File: src/rtl/usbdc_pkg.sv
package usbdc_pkg;
  typedef enum logic [1:0] {
    OP_WRITE = 2'd0,
    OP_CLEAR = 2'd1,
    OP_SET   = 2'd2,
    OP_RSVD  = 2'd3
  } bus_op_e;

  localparam int REG_W     = 32;
  localparam int ADDR_W    = 7;
  localparam int POS_EN    = 7;
  localparam int POS_SETUP = 8;
  localparam int POS_CONN  = 16;
  localparam int POS_SUSP  = 17;
  localparam int POS_CCHG  = 24;
  localparam int POS_SCHG  = 25;
  localparam int POS_RCHG  = 26;
  localparam int POS_VBUS  = 28;
  localparam int POS_SOF   = 30;
  localparam int POS_DEV   = 31;

  localparam logic [1:0] SEL_CTL = 2'd0;
  localparam logic [1:0] SEL_IST = 2'd1;
  localparam logic [1:0] SEL_IEN = 2'd2;
endpackage

File: src/rtl/usbdc_rw_reg.sv
module usbdc_rw_reg
  import usbdc_pkg::*;
#(
  parameter int         W    = 32,
  parameter logic [W-1:0] MASK = '1
) (
  input  logic         clk,
  input  logic         rst,
  input  logic         we,
  input  logic [1:0]   op,
  input  logic [W-1:0] wdata,
  input  logic [W-1:0] hw_clr,
  output logic [W-1:0] q
);
  logic [W-1:0] wm;
  logic [W-1:0] nxt;

  assign wm = wdata & MASK;

  always_comb begin
    nxt = q;
    if (we) begin
      case (bus_op_e'(op))
        OP_SET:   nxt = q | wm;
        OP_CLEAR: nxt = q & ~wm;
        default:  nxt = wm;
      endcase
    end
    nxt = nxt & ~hw_clr;
  end

  always_ff @(posedge clk) begin
    if (rst) q <= '0;
    else     q <= nxt;
  end

  AST_HW_CLR_WINS: assert property (@(posedge clk) disable iff (rst)
    (hw_clr != '0) |=> ((q & $past(hw_clr)) == '0));
endmodule

File: src/rtl/usbdc_flag_reg.sv
module usbdc_flag_reg #(
  parameter int W = 4
) (
  input  logic         clk,
  input  logic         rst,
  input  logic [W-1:0] set,
  input  logic [W-1:0] clr,
  output logic [W-1:0] q
);
  for (genvar i = 0; i < W; i++) begin : g_bit
    always_ff @(posedge clk) begin
      if (rst)         q[i] <= 1'b0;
      else if (set[i]) q[i] <= 1'b1;
      else if (clr[i]) q[i] <= 1'b0;
    end
  end

  AST_SET_WINS: assert property (@(posedge clk) disable iff (rst)
    (set != '0) |=> ((q & $past(set)) == $past(set)));
  AST_STICKY_HOLD: assert property (@(posedge clk) disable iff (rst)
    (clr == '0) |=> ((q & $past(q)) == $past(q)));
endmodule

File: src/rtl/usb_devctl_csr.sv
module usb_devctl_csr
  import usbdc_pkg::*;
#(
  parameter int N_EP = 10
) (
  input  logic            clk,
  input  logic            rst,
  input  logic [1:0]      bus_sel,
  input  logic            bus_we,
  input  logic [1:0]      bus_op,
  input  logic [31:0]     bus_wdata,
  output logic [31:0]     bus_rdata,
  input  logic            ev_bus_reset,
  input  logic            ev_setup,
  input  logic            ev_conn_chg,
  input  logic            ev_susp_chg,
  input  logic            susp_lvl,
  input  logic            vbus_lvl,
  input  logic [N_EP-1:0] ep_done,
  input  logic            sof,
  output logic            irq
);
  localparam logic [REG_W-1:0] ADDR_MASK = (REG_W'(1) << ADDR_W) - REG_W'(1);
  localparam logic [REG_W-1:0] CTL_MASK  = ADDR_MASK | (REG_W'(1) << POS_EN)
                                         | (REG_W'(1) << POS_CONN);
  localparam logic [REG_W-1:0] EP_MASK   = (REG_W'(1) << N_EP) - REG_W'(1);
  localparam logic [REG_W-1:0] INT_MASK  = EP_MASK | (REG_W'(1) << POS_SOF)
                                         | (REG_W'(1) << POS_DEV);

  logic             ctl_wr, ist_wr, ien_wr;
  logic [REG_W-1:0] ctl_q, ien_q, ist_q;
  logic [REG_W-1:0] ctl_hw_clr, ist_set, ist_clr, ctl_rd;
  logic [3:0]       fl_set, fl_clr, fl_q;  // 0 setup, 1 conn chg, 2 susp chg, 3 reset chg
  logic             chg_rise;

  assign ctl_wr = bus_we && (bus_sel == SEL_CTL);
  assign ist_wr = bus_we && (bus_sel == SEL_IST);
  assign ien_wr = bus_we && (bus_sel == SEL_IEN);

  assign ctl_hw_clr = ev_bus_reset ? ADDR_MASK : '0;

  usbdc_rw_reg #(.W(REG_W), .MASK(CTL_MASK)) u_ctl (
    .clk(clk), .rst(rst), .we(ctl_wr), .op(bus_op), .wdata(bus_wdata),
    .hw_clr(ctl_hw_clr), .q(ctl_q)
  );

  usbdc_rw_reg #(.W(REG_W), .MASK(INT_MASK)) u_ien (
    .clk(clk), .rst(rst), .we(ien_wr), .op(bus_op), .wdata(bus_wdata),
    .hw_clr('0), .q(ien_q)
  );

  assign fl_set = {ev_bus_reset, ev_susp_chg, ev_conn_chg, ev_setup};
  assign fl_clr = ctl_wr ? {bus_wdata[POS_RCHG], bus_wdata[POS_SCHG],
                            bus_wdata[POS_CCHG], bus_wdata[POS_SETUP]} : 4'b0;

  usbdc_flag_reg #(.W(4)) u_flags (
    .clk(clk), .rst(rst), .set(fl_set), .clr(fl_clr), .q(fl_q)
  );

  assign chg_rise = |(fl_set[3:1] & ~fl_q[3:1]);

  always_comb begin
    ist_set          = REG_W'(ep_done) & EP_MASK;
    ist_set[POS_SOF] = sof;
    ist_set[POS_DEV] = chg_rise;
  end
  assign ist_clr = ist_wr ? (bus_wdata & INT_MASK) : '0;

  usbdc_flag_reg #(.W(REG_W)) u_ist (
    .clk(clk), .rst(rst), .set(ist_set), .clr(ist_clr), .q(ist_q)
  );

  always_comb begin
    ctl_rd            = ctl_q;
    ctl_rd[POS_SETUP] = fl_q[0];
    ctl_rd[POS_CCHG]  = fl_q[1];
    ctl_rd[POS_SCHG]  = fl_q[2];
    ctl_rd[POS_RCHG]  = fl_q[3];
    ctl_rd[POS_SUSP]  = susp_lvl;
    ctl_rd[POS_VBUS]  = vbus_lvl;
  end

  always_ff @(posedge clk) begin
    if (rst) bus_rdata <= '0;
    else begin
      case (bus_sel)
        SEL_CTL: bus_rdata <= ctl_rd;
        SEL_IST: bus_rdata <= ist_q;
        SEL_IEN: bus_rdata <= ien_q;
        default: bus_rdata <= '0;
      endcase
    end
  end

  assign irq = |(ist_q & ien_q);

  AST_RESET_ADDR: assert property (@(posedge clk) disable iff (rst)
    ev_bus_reset |=> (ctl_q[ADDR_W-1:0] == '0));
  AST_RESET_FLAG: assert property (@(posedge clk) disable iff (rst)
    ev_bus_reset |=> fl_q[3]);
  AST_DEV_STATUS: assert property (@(posedge clk) disable iff (rst)
    (ev_conn_chg && !fl_q[1]) |=> ist_q[POS_DEV]);
  AST_SOF_LATCH: assert property (@(posedge clk) disable iff (rst)
    sof |=> ist_q[POS_SOF]);
endmodule

File: config.mk
export PLATFORM = sky130hd
export DESIGN_NAME = usb_devctl_csr
export DESIGN_NICKNAME = d
export VERILOG_FILES = /design/src/rtl/usbdc_pkg.sv /design/src/rtl/usbdc_rw_reg.sv /design/src/rtl/usbdc_flag_reg.sv /design/src/rtl/usb_devctl_csr.sv
export SDC_FILE = /design/constraint.sdc
export NUM_CORES = 1
export LEC_CHECK = 0
export BUFFER_PORTS_ARGS = -buffer_cell sky130_fd_sc_hd__buf_2
export CAP_MARGIN = 5
export CORE_AREA = 5 5 84 86
export CTS_BUF_LIST = sky130_fd_sc_hd__clkbuf_4 sky130_fd_sc_hd__clkbuf_8 sky130_fd_sc_hd__clkbuf_16
export CTS_CLUSTER_DIAMETER = 40
export DETAILED_ROUTE_END_ITERATION = 10
export DIE_AREA = 0 0 89 91
export GPL_TIMING_DRIVEN = 0
export MAX_ROUTING_LAYER = met4
export PLACE_DENSITY = 0.7
export SLEW_MARGIN = 20
export SYNTH_ARGS = -nofsm -noshare
export SYNTH_HDL_FRONTEND = slang
export SYNTH_SLANG_ARGS = --single-unit
File: constraint.sdc
create_clock -name clk -period 1.7 [get_ports clk]
set_input_delay 0.425 -clock clk [delete_from_list [all_inputs] [get_ports clk]]
set_output_delay 0.425 -clock clk [all_outputs]
set_load 0.005 [all_outputs]
---- After elaboration in Yosys (flattened, before gate mapping) ----
Cells that the tools add are included.
W data, S select, Z words.
storage, ports and cells
  input bits .............................. 56
  bits in registers ....................... 112
  output and inout port bits .............. 33
  word-level logic and storage cells ...... 95
operators by class
  equal/unequal tests ..................... 4
  multiplexer cells ....................... 39
  reductions and logical operators ........ 22
  bitwise logic cells ..................... 11
operators by type and width
  operator              number
  $and A32 B32 Y32      4
  $pmux W32 S2          2
  $pmux W32 S3          1
  $mux W32              2
  $mux W1               32
  $not A17 Y32          1
  $not A32 Y32          1
  $not A7 Y32           1
  $or A32 B17 Y32       1
  $or A32 B32 Y32       1
  $reduce_bool A2 Y1    16
  $reduce_or A32 Y1     1
  $mux W7               1
  $eq A2 B1 Y1 const B  2
  $eq A2 B2 Y1 const B  2
  $mux W4               1
  $and A3 B3 Y3         1
  $logic_and A1 B1 Y1   3
  $not A3 Y3            1
  $reduce_or A3 Y1      1
  $logic_not A2 Y1      1

---- Longest topological paths before layout ----
Gate-level depths: netlist of the first run.
  depth after elaboration ................. 5
  mapped depth ............................ 6
  gate-level depth less buffers ........... 5

---- By module ----
From an unflattened synthesis of the first run, not the netlist that was laid out.
second synthesis, totals
  cell total of the unflattened synthesis .. 562
  area, all modules ....................... 5880.6 µm²
modules (own cells, without submodules)
  module                    instances  cells each  area an instance (µm²)
  usb_devctl_csr            1          191         1761.7
  usbdc_rw_reg (u_ien)      1          118         1493.9
  usbdc_rw_reg (u_ctl)      1          106         1330.0
  usbdc_flag_reg (u_ist)    1          131         1154.9
  usbdc_flag_reg (u_flags)  1          16          140.1

---- Worst setup path before layout of the first run ----
OpenSTA, ideal clock, no wires.
  path type ............................... input port to flip-flop
  from .................................... input port bus_op[0]
  to ...................................... register u_ctl.q[7]
  setup slack ............................. 0.098 ns
  buffers on the path ..................... 1
  data required time ...................... 1.560 ns
  stages on the path ...................... 6
  arrival time ............................ 1.462 ns
  path through ............................ inv_1 ha_1 or2_1 buf_2 o22ai_1 a211oi_1
between the ends
  cells in the longest elaborated chain, start to end .. 4
  elaborated cells on any way between the ends .. 5
ends and longest elaborated chain
  element                                       line                  RTL
  from (decl)                                   usb_devctl_csr.sv:10  input logic [1:0] bus_op,
  $eq A2 B1 Y1 or $eq A2 B2 Y1 (tied branches)  usbdc_rw_reg.sv:23    case (bus_op_e'(op))
  $pmux W32 S2 (*)                              usbdc_rw_reg.sv:23
  $mux W32 (*)                                  usbdc_rw_reg.sv:22    if (we) begin
  $and A32 B32 Y32 (*)                          usbdc_rw_reg.sv:29    nxt = nxt & ~hw_clr;
  to (signal assigned)                          usbdc_rw_reg.sv:34    else q <= nxt;
  to (decl)                                     usbdc_rw_reg.sv:13    output logic [W-1:0] q
Every way passes the cells marked *; elsewhere a longest branch is shown, timed or not.
A chain may end at the register's enable or synchronous reset.

---- Worst setup path after layout of the first run ----
  from .................................... register u_ien.q[3]
  to ...................................... output port irq
between the ends
  cells in the longest elaborated chain, start to end .. 2
ends and longest elaborated chain
  element                 line                  RTL
  from (decl)             usbdc_rw_reg.sv:13
  from (signal assigned)  usbdc_rw_reg.sv:34
  $and A32 B32 Y32        usb_devctl_csr.sv:95  assign irq = |(ist_q & ien_q);
  $reduce_or A32 Y1       usb_devctl_csr.sv:95
  to (decl)               usb_devctl_csr.sv:21  output logic irq
No other way between the ends.

==> impl_metrics.json, run 1 <==
{
  "fin_ws_ns": -0.0405,
  "ys.warnings.count": 0,
  "die_w_um": 89,
  "root_buffer": "clkbuf_8",
  "num-fill-cells": 582,
  "rows": 29,
  "irDropWorstVdd_mv": 0.447,
  "synth_area_mm2": 0.00268,
  "cellLeakagePower_nw": 1.47,
  "initial_utilization_pct": 43.2,
  "setup_tns_ns": -0.0405,
  "worstHoldPathCells": 2,
  "vias_per_cell": 5.25,
  "grt_pass1_wl_mm": 11.2,
  "powerDensity_mw_per_mm2": 798,
  "synth-async-reset-ratio_pct": 0,
  "grt_overflow": 0,
  "hold_viol_final": 0,
  "hold_path_class": "input port to flop",
  "violations": "negative setup slack",
  "grt_util_all_layers_pct": 18.2,
  "worst-path-max-fanout": 2,
  "synthFlopType": "dfxtp_1",
  "place_inst": 433,
  "crit_type": "flop to output pin",
  "nets": 427,
  "die_height_um": 91,
  "ant_nets": 0,
  "cts.path.max_buffers": 2,
  "cts_tree": "built",
  "reg2reg_to": "bus_rdata[3]",
  "postSynthCellCount": 287,
  "ys_ff_latch": 55,
  "max_freq_mhz": 575,
  "slew_headroom_pct": 56.7,
  "numCtsBuffers": 5,
  "dp_hpwl_mm": 5.10,
  "mostFrequentLayoutCell": "buf_2",
  "setup_violations": 1,
  "critPathRequiredTime_ns": 1.27,
  "end_kind": "output pin",
  "mostFrequentLayoutCells": "62 x buf_2, 50 x dfxtp_1, 24 x nor2_1",
  "initialDrtViolationCount": 108,
  "dieArea_mm2": 0.00810,
  "cts.sinks": 55,
  "fp.coreArea_mm2": 0.00620,
  "period_minus_slack_ns": 1.74,
  "hold_path_startpoint": "susp_lvl",
  "n_antenna_cell": 0,
  "port_buffers": 56,
  "fin_crit_sh_pct": 102,
  "r2r-start": "u_ist.q[3]",
  "rsz0062_at_grt": "true",
  "antenna_found_initial": 0,
  "grt_pass1_vias": 2341,
  "drt_wl_total_mm": 6.96,
  "drv_slew": 0,
  "post_drt_wl_per_cell_um": 15.6,
  "r2r_cells": 4,
  "ys_seq_area_share_pct": 41.1,
  "synth_cell_type_count": 37,
  "ios": 89,
  "rrSetupSlack_ns": 0.69,
  "startpoint_type": "flop",
  "clk-insertion-delay-late_ns": 0.31,
  "gp_congestion": 0.827,
  "drive_gt1_share_pct": 33.9,
  "finClkSkew_ns": 0.0117,
  "synth_enable_flop_cells": 0,
  "final_cells": 446,
  "clkTransAtPathRegs_ns": 0.10,
  "dr_total_vias": 2343,
  "worstHoldEndpoint": "bus_rdata[17]",
  "arrival_ns": 1.32,
  "synth_area_per_cell_um2": 9.33,
  "maxCapViolCount": 0,
  "outcome": "finished with violations",
  "grt_max_degree": 17,
  "drc": 0,
  "first_pass_iters": 4,
  "h-tree-depth": 2,
  "areaGrowthSynthToFinish_pct": 22.1,
  "worst_pin_slew_ns": 0.649
}
## stage by stage
stage                     instance area [µm²]  total power, mW  setup WS, ns  util, %  hold slack (ns)
after CTS                                3260             2.61       -0.0549     52.5            0.312
after floorplan                          2730             1.69        0.0982        -            0.430
after global placement                   3100             1.83        -0.205     50.0            0.441
after detailed placement                 3100             1.84        -0.209     50.0            0.441
after global routing                     3270             2.72        -0.106     52.7            0.317
final                                    3270             2.61       -0.0405     52.7            0.314
## logic make-up after synthesis
family          count (synthesis)  synth area share (%)
compound gates                 99                  28.8
fa+ha+maj                       3                  1.40
buf+inv                        51                  10.8
flops                          55                  41.1
mux                             9                  3.36
other cells                     1                 0.140
simple gates                   69                  14.3
## cells in the mapped netlist, types with 2 or more instances
| cell type | instances | share of area [%] |
|---|---|---|
| a2bb2oi_1 | 9 | 2.9 |
| buf_2 | 6 | 1.1 |
| a211oi_1 | 9 | 2.5 |
| o22ai_1 | 6 | 1.4 |
| clkbuf_1 | 7 | 0.98 |
| nand2b_1 | 8 | 1.9 |
| a211oi_2 | 10 | 4.7 |
| o21ba_1 | 3 | 1.1 |
| inv_1 | 18 | 2.5 |
| and2_1 | 6 | 1.4 |
| nand3_1 | 3 | 0.56 |
| o211ai_1 | 2 | 0.56 |
| mux2i_1 | 9 | 3.4 |
| a22oi_1 | 3 | 0.84 |
| a21oi_1 | 15 | 2.8 |
| a22o_1 | 3 | 0.98 |
| nor2b_1 | 22 | 5.1 |
| a221oi_1 | 3 | 0.98 |
| buf_4 | 18 | 5.0 |
| a31oi_1 | 2 | 0.47 |
| a21oi_2 | 8 | 2.6 |
| ha_1 | 3 | 1.4 |
| o21ai_1 | 3 | 0.56 |
| o21ai_0 | 9 | 1.7 |
| nor2_1 | 24 | 3.4 |
| dfxtp_1 | 55 | 41 |
| a311oi_1 | 12 | 3.9 |
| and3b_1 | 2 | 0.65 |
## timing repair
item	4_1_cts	5_1_grt
pin swaps	2	2
hold buffers	0	0
setup buffers	4	1
gates resized for setup	8	1
hold endpoints to repair	0	0
setup endpoints to repair	1	2
## how the worst max path moves through the flow
stage / from / end / slack [ns] / cells past startpoint
finish: u_ien.q[3] / irq / -0.04 / 4
global route: u_ien.q[3] / irq / -0.11 / 4
CTS: u_ist.q[3] / irq / -0.05 / 4
detailed placement: bus_op[0] / u_ien.q[0] / -0.21 / 7
global placement: bus_op[0] / u_ien.q[0] / -0.21 / 7
floorplan: bus_op[0] / u_ctl.q[7] / 0.1 / 6
## critical path, cell delays in order (launching register included)
cell,delay (ns)
dfxtp_2,0.34
a22o_1,0.23
a221oi_2,0.19
nand3_1,0.11
buf_2,0.14
## per-layer routing
layer / GRT usage (%) / wire length, µm
met5: - / 0
met4: 6.08 / 108
met3: 2.26 / 352
met2: 29.5 / 3480
met1: 23.1 / 3010
## flip-flops by register name, summed over array words and instances, names as in the netlist
register	count
u_ien.q	12
u_flags.q	4
bus_rdata	18
u_ctl.q	9
u_ist.q	12
## area by class of cell
type | count | area, µm² | share of cell area [%]
plain buffers | 33 | 223 | 6.81
clock buffers | 7 | 90.1 | 2.75
clock inverters | 1 | 8.76 | 0.268
inverters | 18 | 67.6 | 2.07
multi-input cells | 194 | 1360 | 41.6
flip-flops and latches | 55 | 1110 | 33.9
well taps | 77 | 96.3 | 2.95
repair buffers | 61 | 318 | 9.72
## report_power, final
part	total [mW]	switching, mW	internal [mW]
sequential	1.38	0.0381	1.34
combinational	0.457	0.249	0.207
clock	0.772	0.422	0.351
total	2.61	0.709	1.90
Note: power is estimated with default switching activity, not from simulation.
==> run 2: changes to the inputs <==
- CAP_MARGIN: 5 -> 20
- SKIP_CTS_REPAIR_TIMING: default -> 1
==> run 2 against run 1 <==
Effect of this change: the run still ends with negative setup slack left; combinational power shrank 1%; worst setup slack got worse by 0.012 ns; clock skew decreased by 0.0021 ns; clock power increased by 0.6%; final area shrank 0.69%; via count shrank 0.64%; wire length decreased by 0.98%; highest routed layer unchanged.
==> impl_metrics.json, run 2 (same netlist as run 1, synthesis figures left out) <==
{
  "final_cells": 443,
  "cts.sinks": 55,
  "num-fill-cells": 589,
  "fin_crit_sh_pct": 103,
  "cts.path.max_buffers": 2,
  "drv_slew": 0,
  "grt_overflow": 0,
  "clk-insertion-delay-late_ns": 0.31,
  "worst_pin_slew_ns": 0.642,
  "nets": 424,
  "ant_nets": 0,
  "power_mw": 2.61,
  "mostFrequentLayoutCells": "62 x buf_2, 50 x dfxtp_1, 24 x nor2_1",
  "drt_wl_total_mm": 6.89,
  "place_inst": 433,
  "worst-path-max-fanout": 3,
  "irDropWorstVdd_mv": 0.442,
  "fp.coreArea_mm2": 0.00620,
  "outcome": "finished with violations",
  "cellLeakagePower_nw": 1.46,
  "vias_per_cell": 5.26,
  "ios": 89,
  "slew_headroom_pct": 57.2,
  "root_buffer": "clkbuf_8",
  "grt_pass1_vias": 2307,
  "rsz0062_at_grt": "true",
  "grt_max_degree": 17,
  "reg2reg_to": "bus_rdata[3]",
  "rrSetupSlack_ns": 0.70,
  "post_drt_wl_per_cell_um": 15.6,
  "drive_gt1_share_pct": 33.3,
  "n_antenna_cell": 0,
  "die_height_um": 91,
  "end_kind": "output pin",
  "powerDensity_mw_per_mm2": 803,
  "worstHoldEndpoint": "bus_rdata[17]",
  "dr_total_vias": 2328,
  "h-tree-depth": 2,
  "gp_congestion": 0.827,
  "setup_tns_ns": -0.0520,
  "dpl_worst_slack_ns": -0.209,
  "first_pass_iters": 4,
  "crit_chain": "a22o_1, a221oi_2, nand3_1, buf_2",
  "grt_util_all_layers_pct": 17.9,
  "arrival_ns": 1.33,
  "hold_path_class": "input port to flop",
  "mostFrequentLayoutCell": "buf_2",
  "startpoint_type": "flop",
  "dp_hpwl_mm": 5.10,
  "largest_register_ff_count": 18,
  "finClkSkew_ns": 0.00957,
  "critPathRequiredTime_ns": 1.27,
  "grt_pass1_wl_mm": 11.0,
  "r2r-start": "u_ist.q[3]",
  "port_buffers": 56,
  "fin_ws_ns": -0.0520,
  "worstHoldPathCells": 2,
  "cts_tree": "built",
  "clkTransAtPathRegs_ns": 0.10,
  "regMostFlops": "bus_rdata",
  "maxCapViolCount": 0,
  "areaGrowthSynthToFinish_pct": 21.3,
  "initialDrtViolationCount": 90,
  "critPathMaxStageDelay_ns": 0.34,
  "reg.largest.list": "bus_rdata x18, u_ien.q x12, u_ist.q x12",
  "violations": "negative setup slack",
  "rows": 29,
  "die_w_um": 89,
  "period_minus_slack_ns": 1.75,
  "hold_viol_final": 0,
  "max_freq_mhz": 571,
  "setup_violations": 1,
  "crit_type": "flop to output pin",
  "hold_path_startpoint": "susp_lvl",
  "initial_utilization_pct": 43.2,
  "r2r_cells": 4,
  "dieArea_mm2": 0.00810,
  "critPathSlowestCell": "dfxtp_2",
  "fin_hold_ws_ns": 0.313,
  "numCtsBuffers": 5,
  "antenna_found_initial": 0,
  "drc": 0
}
run 2: changes by cell type in the layout (fill, tap and decap cells not counted), sizes merged:
cell | before | now
buf | 87 | 84
run 2: area by class of cell:
cell class	count	area, µm²	area share (%)
sequential	55	1110	34.1
clock inverter	1	8.76	0.270
multi-input combinational	194	1360	41.9
tap	77	96.3	2.97
timing repair buffer	58	295	9.09
buffer	33	223	6.86
clock buffer	7	90.1	2.77
inverter	18	67.6	2.08
run 2: worst max-delay path, delay by kind of cell, from the launching register on:
kind            cells  cell delay, ns
flops               1            0.34
compound gates      2            0.44
buf+inv             1            0.14
simple gates        1            0.11
run 2: worst max path at each step:
stage	endpoint	cells past startpoint	start
finish	irq	4	u_ien.q[4]
global route	irq	4	u_ist.q[3]
CTS	irq	4	u_ien.q[3]
detailed placement	u_ien.q[0]	7	bus_op[0]
global placement	u_ien.q[0]	7	bus_op[0]
floorplan	u_ctl.q[7]	6	bus_op[0]
run 2: metrics by stage:
step	util [%]	cell area, µm²
finish	52.3	3250
CTS	51.6	3200
global route	52.3	3250
detailed placement	50.0	3100
global placement	50.0	3100
floorplan	-	2730
run 2: layer usage:
metal | GRT usage [%] | vias to the layer above | wire (µm)
met5 | - | - | 0
met4 | 6.08 | 0 | 98
met3 | 2.26 | 6 | 315
met2 | 28.8 | 61 | 3440
met1 | 22.9 | 1100 | 3040
li1 | - | 1161 | -
run 2: report_power, final:
group	leakage, nW	total (mW)	internal (mW)	switching (mW)
logic	0.951	0.451	0.204	0.247
registers	0.453	1.38	1.34	0.0388
clock network	0.0519	0.777	0.351	0.426
total	1.46	2.61	1.90	0.711
